[config.mk]
export PLATFORM = sky130hd
export DESIGN_NAME = vw_uplink_group
export DESIGN_NICKNAME = d
export VERILOG_FILES = /design/src/rtl/vw_uplink_group.sv
export SDC_FILE = /design/constraint.sdc
export NUM_CORES = 1
export LEC_CHECK = 0
export BUFFER_PORTS_ARGS = -buffer_cell sky130_fd_sc_hd__buf_4
export CORE_MARGIN = 2
export CORE_UTILIZATION = 50
export CTS_BUF_LIST = sky130_fd_sc_hd__clkbuf_2
export CTS_CLUSTER_SIZE = 30
export DETAILED_ROUTE_END_ITERATION = 12
export PLACE_DENSITY = 0.9
export SYNTH_ARGS = -nofsm -noshare
export SYNTH_HDL_FRONTEND = slang
export SYNTH_SLANG_ARGS = --single-unit
[constraint.sdc]
create_clock -name clk -period 1.7 [get_ports clk]
set_input_delay 0.34 -clock clk [delete_from_list [all_inputs] [get_ports clk]]
set_output_delay 0.34 -clock clk [all_outputs]
set_load 0.03 [all_outputs]
[src/rtl/vw_uplink_group.sv]
module vw_uplink_group (
  input  logic       clk,
  input  logic       rst_n,
  input  logic [3:0] dom_rst,
  input  logic       wr_en,
  input  logic [2:0] wr_addr,
  input  logic [7:0] wr_data,
  input  logic [2:0] rd_addr,
  output logic [7:0] rd_data,
  output logic       tx_valid,
  input  logic       tx_ready,
  output logic [7:0] tx_index,
  output logic [3:0] tx_wires
);
  localparam int NW = 4;

  logic [7:0]    idx_q;
  logic [1:0]    dom_q;
  logic [NW-1:0] dflt_q;
  logic [NW-1:0] wire_q;
  logic [NW-1:0] flag_q;

  wire           dom_hit = dom_rst[dom_q];
  wire           fire    = tx_valid & tx_ready;
  wire           st_wr   = wr_en & wr_addr[2];
  wire [NW-1:0]  wr_sel  = st_wr ? (NW'(1) << wr_addr[1:0]) : '0;

  always_ff @(posedge clk or negedge rst_n) begin
    if (!rst_n) begin
      idx_q  <= '0;
      dom_q  <= '0;
      dflt_q <= '0;
      wire_q <= '0;
      flag_q <= '0;
    end else begin
      if (wr_en && wr_addr == 3'd0) idx_q <= wr_data;
      if (wr_en && wr_addr == 3'd1) begin
        dom_q  <= wr_data[1:0];
        dflt_q <= wr_data[7:4];
      end
      if (dom_hit) begin
        wire_q <= dflt_q;
        flag_q <= '0;
      end else begin
        wire_q <= (wire_q & ~wr_sel) | (wr_sel & {NW{wr_data[0]}});
        flag_q <= (fire ? '0 : flag_q) | wr_sel;
      end
    end
  end

  assign tx_valid = |flag_q;
  assign tx_index = idx_q;
  assign tx_wires = wire_q;

  always_comb begin
    case (rd_addr)
      3'd0:    rd_data = idx_q;
      3'd1:    rd_data = {dflt_q, 2'b00, dom_q};
      3'd2:    rd_data = {4'b0000, flag_q};
      3'd4, 3'd5, 3'd6, 3'd7:
               rd_data = {7'b0, wire_q[rd_addr[1:0]]};
      default: rd_data = 8'h00;
    endcase
  end
endmodule


* After elaboration in Yosys (flattened, before gate mapping)
Index checks and enable logic that the tools add are counted.
Widths: inputs -> output; s select.
** Word-level totals
- Flip-flop bits (word level) :: 22
- Input port bits :: 22
- Output and inout bits :: 21
- Logic and storage cells :: 37
** Operators by class
- $lt $le $gt $ge :: 2
- Equality and inequality tests :: 7
- Shifts and indexed selects :: 1
- Mux-type cells :: 9
- Bitwise operators :: 7
- Reductions and logical operators :: 6
** Operators with widths (count)
- $pmux 8 s4 :: 1
- $mux 4 :: 4
- $eq 3x3->1 const B :: 4
- $and 4x4->4 :: 2
- $or 4x4->4 :: 2
- $reduce_or 4->1 :: 2
- $eq 3x1->1 const B :: 2
- $logic_not 3->1 :: 2
- $lt 2x3->1 const B :: 2
- $bmux 1 s2 :: 2
- $not 4->4 :: 1
- $shl 1x2->4 const A :: 1
- $eq 3x2->1 const B :: 1
- $and 1x1->1 :: 2
- $logic_and 1x1->1 :: 2
- $mux 1 :: 2

* Longest topological paths before layout
Gate-level depths: netlist (run 1).
- Depth in word-level cells :: 6
- Depth in mapped cells :: 4
- Depth with buffers taken out :: 3

* Worst setup path before layout (run 1)
No wires, ideal clock.
- Path kind :: reg-to-output
- Start :: register idx_q[1] (netlist: tx_index[1])
- End :: output port rd_data[1]
- Data arrival time :: 1.386 ns
- Data required time :: 1.360 ns
- Path slack :: -0.026 ns
- Cell stages (with the launch flop) :: 4
- Path buffers :: 0
- Cells stage by stage :: dfrtp_1 mux2i_1 or2_2 a21oi_1
** Between the ends
- Longest elaborated chain between the ends :: 1
** RTL lines
- start: declaration :: RTL line 17 : logic [7:0] idx_q;
- start signal: assignment :: RTL line 36 : if (wr_en && wr_addr == 3'd0) idx_q <= wr_data;
- $pmux 8 s4 :: RTL line 56 : case (rd_addr)
- end: declaration :: RTL line 9 : output logic [7:0] rd_data,
No other way between the ends.

==> results.toml, run 1 <==
[global_route]
grt_max_degree = 23
use_met2_pct = 44.23
gr-usage-met3_pct = 3.448
antenna_found_initial = 0
gr-usage-all-layers_pct = 23.88
top_usage_layer = "met2"
grt_pass1_wl_um = 4588
grt_pass1_vias = 978
met1_usage_pct = 27.76
overflow = 0

[worst_setup_path]
cp-start-kind = "flop"
reg2reg_slack_ps = 300
cp.arrival_ps = 1670
crit_type = "flop to output pin"
critPathCaptureType = "output pin"
cp.required_ps = 1360
reg2reg_depth = 3
endpoint = "rd_data[0]"
timing.rr.start = "dom_q[0]"
crit_fanout = 2

[cts]
cts_root_buf = "clkbuf_2"
cts_tree = "yes"
clkTransAtPathRegs_ps = 210
cts_buffer_depth = 2
clkLatencyLatePin_ps = 330
cts_buffers = 3
htreeDepth = 1
clock-sinks = 22

[floorplanning]
die-area_sq_um = 2653
io_pins = 43
start_util_pct = 52.02
rows = 17
die_w_um = 51.51
die_h_um = 51.51
core_area_sq_um = 2170

[yosys]
yosys-top-cells-area = "dfrtp_1, mux2_2, mux2i_1"
synthFlopType = "dfrtp_1"
ys_seq_area_share_pct = 48.78
synth_cell_types = 21
synth_area_sq_um = 1129
async_reset_ff_share_pct = 100.0
synthCells = 91
syn_nets = 113
yosys.area.top_type = "dfrtp_1"
yosysTopAreaCellShare_pct = 48.78
ys_seq_elements = 22
synth_edf_count = 0
synth.avg_cell_area_sq_um = 12.40
yosys_warnings = 0

[status]
violations = "negative setup slack"
status = "finished with violations"

[timing]
max_freq_ghz = 0.4986
setup-violations-final = 2
rsz0062_at_grt = "true"
finalCriticalPeriod_ps = 2006
hold_violations = 0
tightest_slew_ps = 286.2
period_share_pct = 118.0
slew_violations = 0
relSlewSlack_pct = 80.92
setup_slack_ps = -305.8
finalClockSkew_ps = 9.336

[route]
drt-total-wl_um = 2871
wl_per_cell_um = 16.13
drc_errors = 0
ant_nets = 0
firstDrtPassIters = 6
drtIter0Drc = 24
vias = 978
vias_per_cell = 5.494

[pwr]
comb_power_share_pct = 48.3
seq_power_share_pct = 40.1
switching_share_pct = 38.10
p_sw_w = 0.0006878
p_int_w = 0.001118
irDropWorstVdd_v = 0.0008544
clkPwrFrac_pct = 11.5
p_per_area_nw_per_um2 = 1105
p_leak_nw = 0.8066

[placed_design]
placed_area_sq_um = 1483
dp_slack_ps = -12.55
hpwl_um = 1981
numPortBuffers = 42
routabilityCongestion = 0.8354

[cells_and_area]
synthToLayoutAreaGrowth_pct = 44.79
stdcell_area_sq_um = 1634
antennaDiodeCount = 0
fillers = 147
drive_gt1_share_pct = 57.33
nets = 174

[run]
maxCapViolations = 0

[hold_path]
hold_path.startpoint = "wr_data[3]"
hp-class = "input port to flop"
cell usage after synthesis (2+ instances only):
| cell | count |
|---|---|
| nand4b_1 | 2 |
| nand2_1 | 8 |
| a21oi_1 | 5 |
| dfrtp_1 | 22 |
| nor3_1 | 6 |
| buf_2 | 3 |
| mux2_2 | 15 |
| o21ai_0 | 4 |
| and4bb_2 | 2 |
| mux4_2 | 2 |
| mux2i_1 | 12 |
cell families (layout without fill, tap and decap cells):
| logic type | after synthesis | count (layout) | synth area share [%] |
|---|---|---|---|
| DFF | 22 | 22 | 48.78 |
| muxes | 29 | 29 | 29.60 |
| buffers and inverters | 6 | 65 | 2.992 |
| AOI/OAI and AO/OA | 10 | 10 | 4.767 |
| and+or+nand+nor | 24 | 24 | 13.86 |
area by class of cell:
type,count,area [sq um],area share [%]
multi-input combinational,63,558.0,34.15
sequential,22,550.5,33.69
tap,28,35.03,2.144
timing repair buffer,61,471.7,28.87
inverter,1,3.754,0.2297
clock buffer,3,15.01,0.9188
what timing repair did:
| action | in CTS | in global routing |
|---|---|---|
| pin swaps | 2 | 0 |
| endpoints found under the hold margin | 22 | 0 |
| buffers inserted | 9 | 5 |
| resized for setup | 5 | 1 |
| endpoints found under the setup margin | 3 | 3 |
| hold buffers | 1 | 0 |
metrics by stage:
step / util, % / std cells / hold WS [ps] / total power, W / TNS (ps)
floorplan: - / 91 / 44.41 / 0.001165 / 0
global placement: 68.34 / 160 / 236.2 / 0.001450 / 0
detailed placement: 68.34 / 160 / 241.3 / 0.001470 / -12.55
CTS: 73.41 / 173 / 210.8 / 0.001753 / -366.6
global route: 75.32 / 178 / 201.2 / 0.001890 / -569.4
finish: 75.32 / 178 / 215.1 / 0.001805 / -374.6
layer usage:
metal / share of wire, % / up-vias / routed length, um
met4: 2.1 / 0 / 60
met1: 39 / 476 / 1120
met2: 54 / 40 / 1564
li1: - / 453 / -
met3: 4.4 / 9 / 126
met5: 0 / - / 0
layout by cell type, fill, tap and decap left out, drive strengths merged:
cell type    netlist  final
mux4               2      2
nor2b              1      1
dfrtp             22     22
nor2               1      1
nand2              8      8
a21oi              5      5
o2bb2ai            1      1
buf                5     60
inv                1      1
clkbuf             0      3
or4                1      1
nand4              1      1
nor4b              1      1
mux2i             12     12
or2                1      1
and4bb             2      2
nor3               6      6
nand4b             2      2
o21ai              4      4
mux2              15     15
dlygate4sd3        0      1
worst min-delay path by stage:
| stage | endpoint | depth (start not counted) |
|---|---|---|
| 2_1_floorplan | async pin | 0 |
| 3_3_place_gp | tx_index[4] | 1 |
| 3_5_place_dp | tx_index[4] | 1 |
| 4_1_cts | tx_index[3] | 2 |
| 5_1_grt | tx_index[3] | 2 |
| 6_report | tx_index[3] | 2 |
critical path, cell delays in order (launching register included):
cell and delay (ps):
dfrtp_1 430, mux4_2 490, mux2_4 280, buf_6 140
power by group through the flow:
stage | Sequential (W) | Combinational (W) | Clock, W
6_report | 0.000725 | 0.000873 | 0.000208
5_1_grt | 0.000738 | 0.000920 | 0.000232
4_1_cts | 0.000723 | 0.000823 | 0.000207
3_5_place_dp | 0.000748 | 0.000722 | 0
3_3_place_gp | 0.000740 | 0.000710 | 0
2_1_floorplan | 0.000887 | 0.000279 | 0
(Power assumes the default switching activity.)
==> run 2, diff against run 1 <==
--- a/config.mk
+++ b/config.mk
@@ -11,7 +11,9 @@
 export CTS_BUF_LIST = sky130_fd_sc_hd__clkbuf_2
 export CTS_CLUSTER_SIZE = 30
 export DETAILED_ROUTE_END_ITERATION = 12
-export PLACE_DENSITY = 0.9
+export HOLD_SLACK_MARGIN = 0.02
+export PLACE_DENSITY = 0.88
+export SLEW_MARGIN = 20
 export SYNTH_ARGS = -nofsm -noshare
 export SYNTH_HDL_FRONTEND = slang
 export SYNTH_SLANG_ARGS = --single-unit
==> run 2 against run 1 <==
- the flow still finishes with violations (negative setup slack)
- register-to-register slack gained 30 ps
- design area is 2.5% lower
- first-iteration DRC count is 63% lower
- count of clock-buffer cells in the layout stayed put
- critical endpoint unchanged
- critical path type unchanged
- die area stayed put
- power fell by 2.7%
- utilization down 1.9 points
- via count is 6.2% lower
- non-clock buffer count is 7 lower
==> results.toml, run 2 (synthesized netlist as in run 1, its figures left out) <==
[route]
vias_per_cell = 5.331
wl_met3_um = 98
drc_errors = 0
ant_nets = 0
drtIter0Drc = 9
drt-total-wl_um = 2655
highest_layer = "met4"
wl_met1_um = 1119
wl_per_cell_um = 15.44
met2WireLength_um = 1391
vias = 917
firstDrtPassIters = 4

[status]
status = "finished with violations"
violations = "negative setup slack"

[worst_setup_path]
crit_type = "flop to output pin"
reg2reg_depth = 5
critPathCaptureType = "output pin"
crit_fanout = 2
timing.rr.start = "dom_q[1]"
cp.arrival_ps = 1620
cp-start-kind = "flop"
reg2reg_slack_ps = 330
cp.required_ps = 1360

[timing]
relSlewSlack_pct = 81.28
max_freq_ghz = 0.5105
period_share_pct = 115.2
setup_slack_ps = -258.8
finalClockSkew_ps = 3.379
rsz0062_at_grt = "true"
tightest_slew_ps = 280.8
slew_violations = 0
finalCriticalPeriod_ps = 1959
setup-violations-final = 2
hold_violations = 0

[cells_and_area]
final_cells = 172
register_area_sq_um = 550.5
stdcell_area_sq_um = 1593
synthToLayoutAreaGrowth_pct = 41.13
fillers = 167
final_common_cell = "buf_4"
multi_input_area_sq_um = 565.5
final_cell_mix = "buf_4, dfrtp_1, mux2_2"
antennaDiodeCount = 0
nets = 167
drive_gt1_share_pct = 54.86
final_core_util_pct = 73.41

[global_route]
grt_pass1_wl_um = 4457
gr-usage-all-layers_pct = 23.16
antenna_found_initial = 0
grt_pass1_vias = 940
overflow = 0
grt_max_degree = 23

[placed_design]
numPortBuffers = 42
hpwl_um = 1954
placed_area_sq_um = 1475
dp_slack_ps = -2.143
routabilityCongestion = 0.8208
dp_cells = 159

[floorplanning]
die-area_sq_um = 2653
start_util_pct = 52.02
io_pins = 43
rows = 17
die_h_um = 51.51
core_area_sq_um = 2170
die_w_um = 51.51

[pwr]
total_power_w = 0.001756
p_leak_nw = 0.7724
irDropWorstVdd_v = 0.0007953
p_per_area_nw_per_um2 = 1102

[cts]
htreeDepth = 1
cts_buffer_depth = 2
cts_tree = "yes"
clock-sinks = 22
cts_root_buf = "clkbuf_2"
clkLatencyLatePin_ps = 320
cts_buffers = 3
clkTransAtPathRegs_ps = 210

[hold_path]
hold_depth = 2
hp-class = "input port to flop"
hold_path.startpoint = "wr_data[3]"
min_delay_worst_endpoint = "tx_index[3]"

[run]
maxCapViolations = 0
## run 2: layer usage
metal | vias up | track usage, %
li1 | 443 | -
met3 | 4 | 3.448
met1 | 437 | 28.68
met4 | 0 | 8.772
met5 | - | 0
met2 | 33 | 40.81
## run 2: where the power goes
group | switching, W | internal, W | leakage, nW
Combinational | 0.000427 | 0.000399 | 0.485
Clock | 0.000161 | 0.0000512 | 0.0140
Sequential | 0.0000787 | 0.000639 | 0.273
Total | 0.000667 | 0.00109 | 0.772
## run 2: area by class of cell
type                    count  share of cell area [%]
multi-input cells          63                   35.51
flip-flops and latches     22                   34.56
repair buffers             54                   26.32
well taps                  28                   2.200
clock buffers               3                  0.9427
clock inverters             1                  0.2357
inverters                   1                  0.2357
## run 2: how the worst max path moves through the flow
stage | startpoint | end | slack (ps) | cells after the start
6_report | flop | rd_data[0] | -260 | 3
5_1_grt | flop | rd_data[0] | -310 | 3
4_1_cts | flop | rd_data[0] | -260 | 3
3_5_place_dp | rd_addr[0] | rd_data[0] | -2 | 4
3_3_place_gp | rd_addr[0] | rd_data[0] | -7 | 4
2_1_floorplan | flop | rd_data[0] | 40 | 2
## run 2: repair_timing
item,in CTS,in global routing
buffers inserted,7,1
resized for setup,5,2
pin swaps,1,1
hold endpoints to repair,22,0
hold buffers,1,0
setup endpoints to repair,3,3
## run 2: stage by stage
stage | hold WS (ps) | TNS [ps]
6_report | 231.1 | -344.9
5_1_grt | 211.4 | -479.1
4_1_cts | 224.3 | -347.6
3_5_place_dp | 244.4 | -2.143
3_3_place_gp | 237.0 | -6.903
2_1_floorplan | 44.41 | 0
## run 2: worst max-delay path: stages, from the launching register on
cell and delay (ps):
dfrtp_1 430, mux4_2 460, mux2_4 270, buf_6 140
==> run 3, diff against run 2 <==
==> constraint.sdc (replaced) <==
create_clock -name clk -period 1.7 [get_ports clk]
set_input_delay 0.085 -clock clk [delete_from_list [all_inputs] [get_ports clk]]
set_output_delay 0.085 -clock clk [all_outputs]
set_load 0.03 [all_outputs]
==> run 3 against run 2 <==
- flip-flop and latch count unchanged
- the run now ends clean
- clock skew increased by 0.58 ps
- via count increased by 5.2%
- critical path type unchanged
- cell count increased by 1.7%
- register-to-register slack about the same
- die area stayed put
==> results.toml, run 3 (synthesized netlist as in run 1, its figures left out) <==
[cells_and_area]
final_core_util_pct = 74.22
synthToLayoutAreaGrowth_pct = 42.68
nets = 170
final_common_cell = "buf_4"
drive_gt1_share_pct = 48.98
final_cell_mix = "buf_4, dfrtp_1, mux2_2"
antennaDiodeCount = 0

[worst_setup_path]
endpoint = "rd_data[0]"
critPathCaptureType = "output pin"
reg2reg_depth = 2
reg2reg_slack_ps = 320
cp.required_ps = 1620
cp.arrival_ps = 1600
cp-start-kind = "flop"
crit_fanout = 3
timing.rr.start = "dom_q[0]"
crit_type = "flop to output pin"

[floorplanning]
rows = 17
die_h_um = 51.51
die_w_um = 51.51
io_pins = 43
start_util_pct = 52.02
die-area_sq_um = 2653
core_area_sq_um = 2170

[timing]
tightest_slew_ps = 288.6
hold_violations = 0
relSlewSlack_pct = 80.76
setup-violations-final = 0
max_freq_ghz = 0.5920
finalCriticalPeriod_ps = 1689
rsz0062_at_grt = "true"
setup_slack_ps = 10.74
period_share_pct = 99.37
slew_violations = 0
finalClockSkew_ps = 3.960

[route]
drc_errors = 0
firstDrtPassIters = 5
vias_per_cell = 5.514
ant_nets = 0
drt-total-wl_um = 2821
vias = 965
wl_per_cell_um = 16.12
drtIter0Drc = 15

[cts]
cts_root_buf = "clkbuf_2"
clkTransAtPathRegs_ps = 200
cts_tree = "yes"
clock-sinks = 22
cts_buffer_depth = 2
cts_buffers = 3
htreeDepth = 1
clkLatencyLatePin_ps = 310

[global_route]
gr-usage-all-layers_pct = 23.20
overflow = 0
grt_pass1_wl_um = 4519
antenna_found_initial = 0
grt_pass1_vias = 943
grt_max_degree = 23

[placed_design]
hpwl_um = 1934
numPortBuffers = 42
routabilityCongestion = 0.8233
dp_slack_ps = 346.5

[status]
status = "complete, no violations"

[pwr]
p_leak_nw = 0.7784
p_per_area_nw_per_um2 = 1081
irDropWorstVdd_v = 0.0008636

[run]
maxCapViolations = 0

[hold_path]
hp-class = "input port to flop"
==> run 3: final cells by class <==
class | instances | area, sq um
clock buffer | 3 | 15.01
clock inverter | 1 | 3.754
fill | 152 | 559.3
inverter | 1 | 3.754
multi-input combinational | 63 | 548.0
sequential | 22 | 550.5
tap | 28 | 35.03
timing repair buffer | 57 | 454.2
==> run 3: worst min path at each step <==
stage / start / to / slack (ps) / depth (start not counted)
floorplan: rst_n / async pin / -210 / 0
finish: tx_ready / flag_q[1] / 60 / 4
global placement: rst_n / tx_index[7] / -20 / 1
detailed placement: rst_n / tx_index[7] / -10 / 1
global route: tx_ready / flag_q[2] / 30 / 4
CTS: tx_ready / flag_q[3] / 30 / 4
==> run 3: power breakdown <==
group	total (W)	switching (W)	internal, W
clock	0.000202	0.000151	0.0000512
combinational	0.000813	0.000424	0.000389
sequential	0.000726	0.0000874	0.000639
==> run 3: metal layers <==
layer	global-route usage, %	share of wire (%)
met4	3.947	0
met1	31.37	42
met3	3.161	5.1
met2	40.38	53
met5	0	0
==> run 3: critical path: stages (launching register included) <==
cell,delay [ps]
dfrtp_1,440
mux4_2,450
mux2_4,270
buf_6,140
==> run 3: through the flow <==
| stage | instance area, sq um | hold WS [ps] | TNS, ps | total power (W) | std cells |
|---|---|---|---|---|---|
| 3_5_place_dp | 1456 | -11.64 | 0 | 0.001444 | 157 |
| 2_1_floorplan | 1129 | -210.6 | 0 | 0.001164 | 91 |
| 4_1_cts | 1578 | 33.80 | -5.302 | 0.001698 | 171 |
| 5_1_grt | 1610 | 33.28 | -91.98 | 0.001844 | 175 |
| 3_3_place_gp | 1456 | -16.76 | 0 | 0.001423 | 157 |
| 6_report | 1610 | 56.95 | 0 | 0.001741 | 175 |
==> run 3: timing repair <==
action,4_1_cts,5_1_grt
endpoints found under the hold margin,34,2
hold buffers,8,1
buffers inserted,2,3
resized for setup,2,0
pin swaps,0,0
endpoints found under the setup margin,1,1
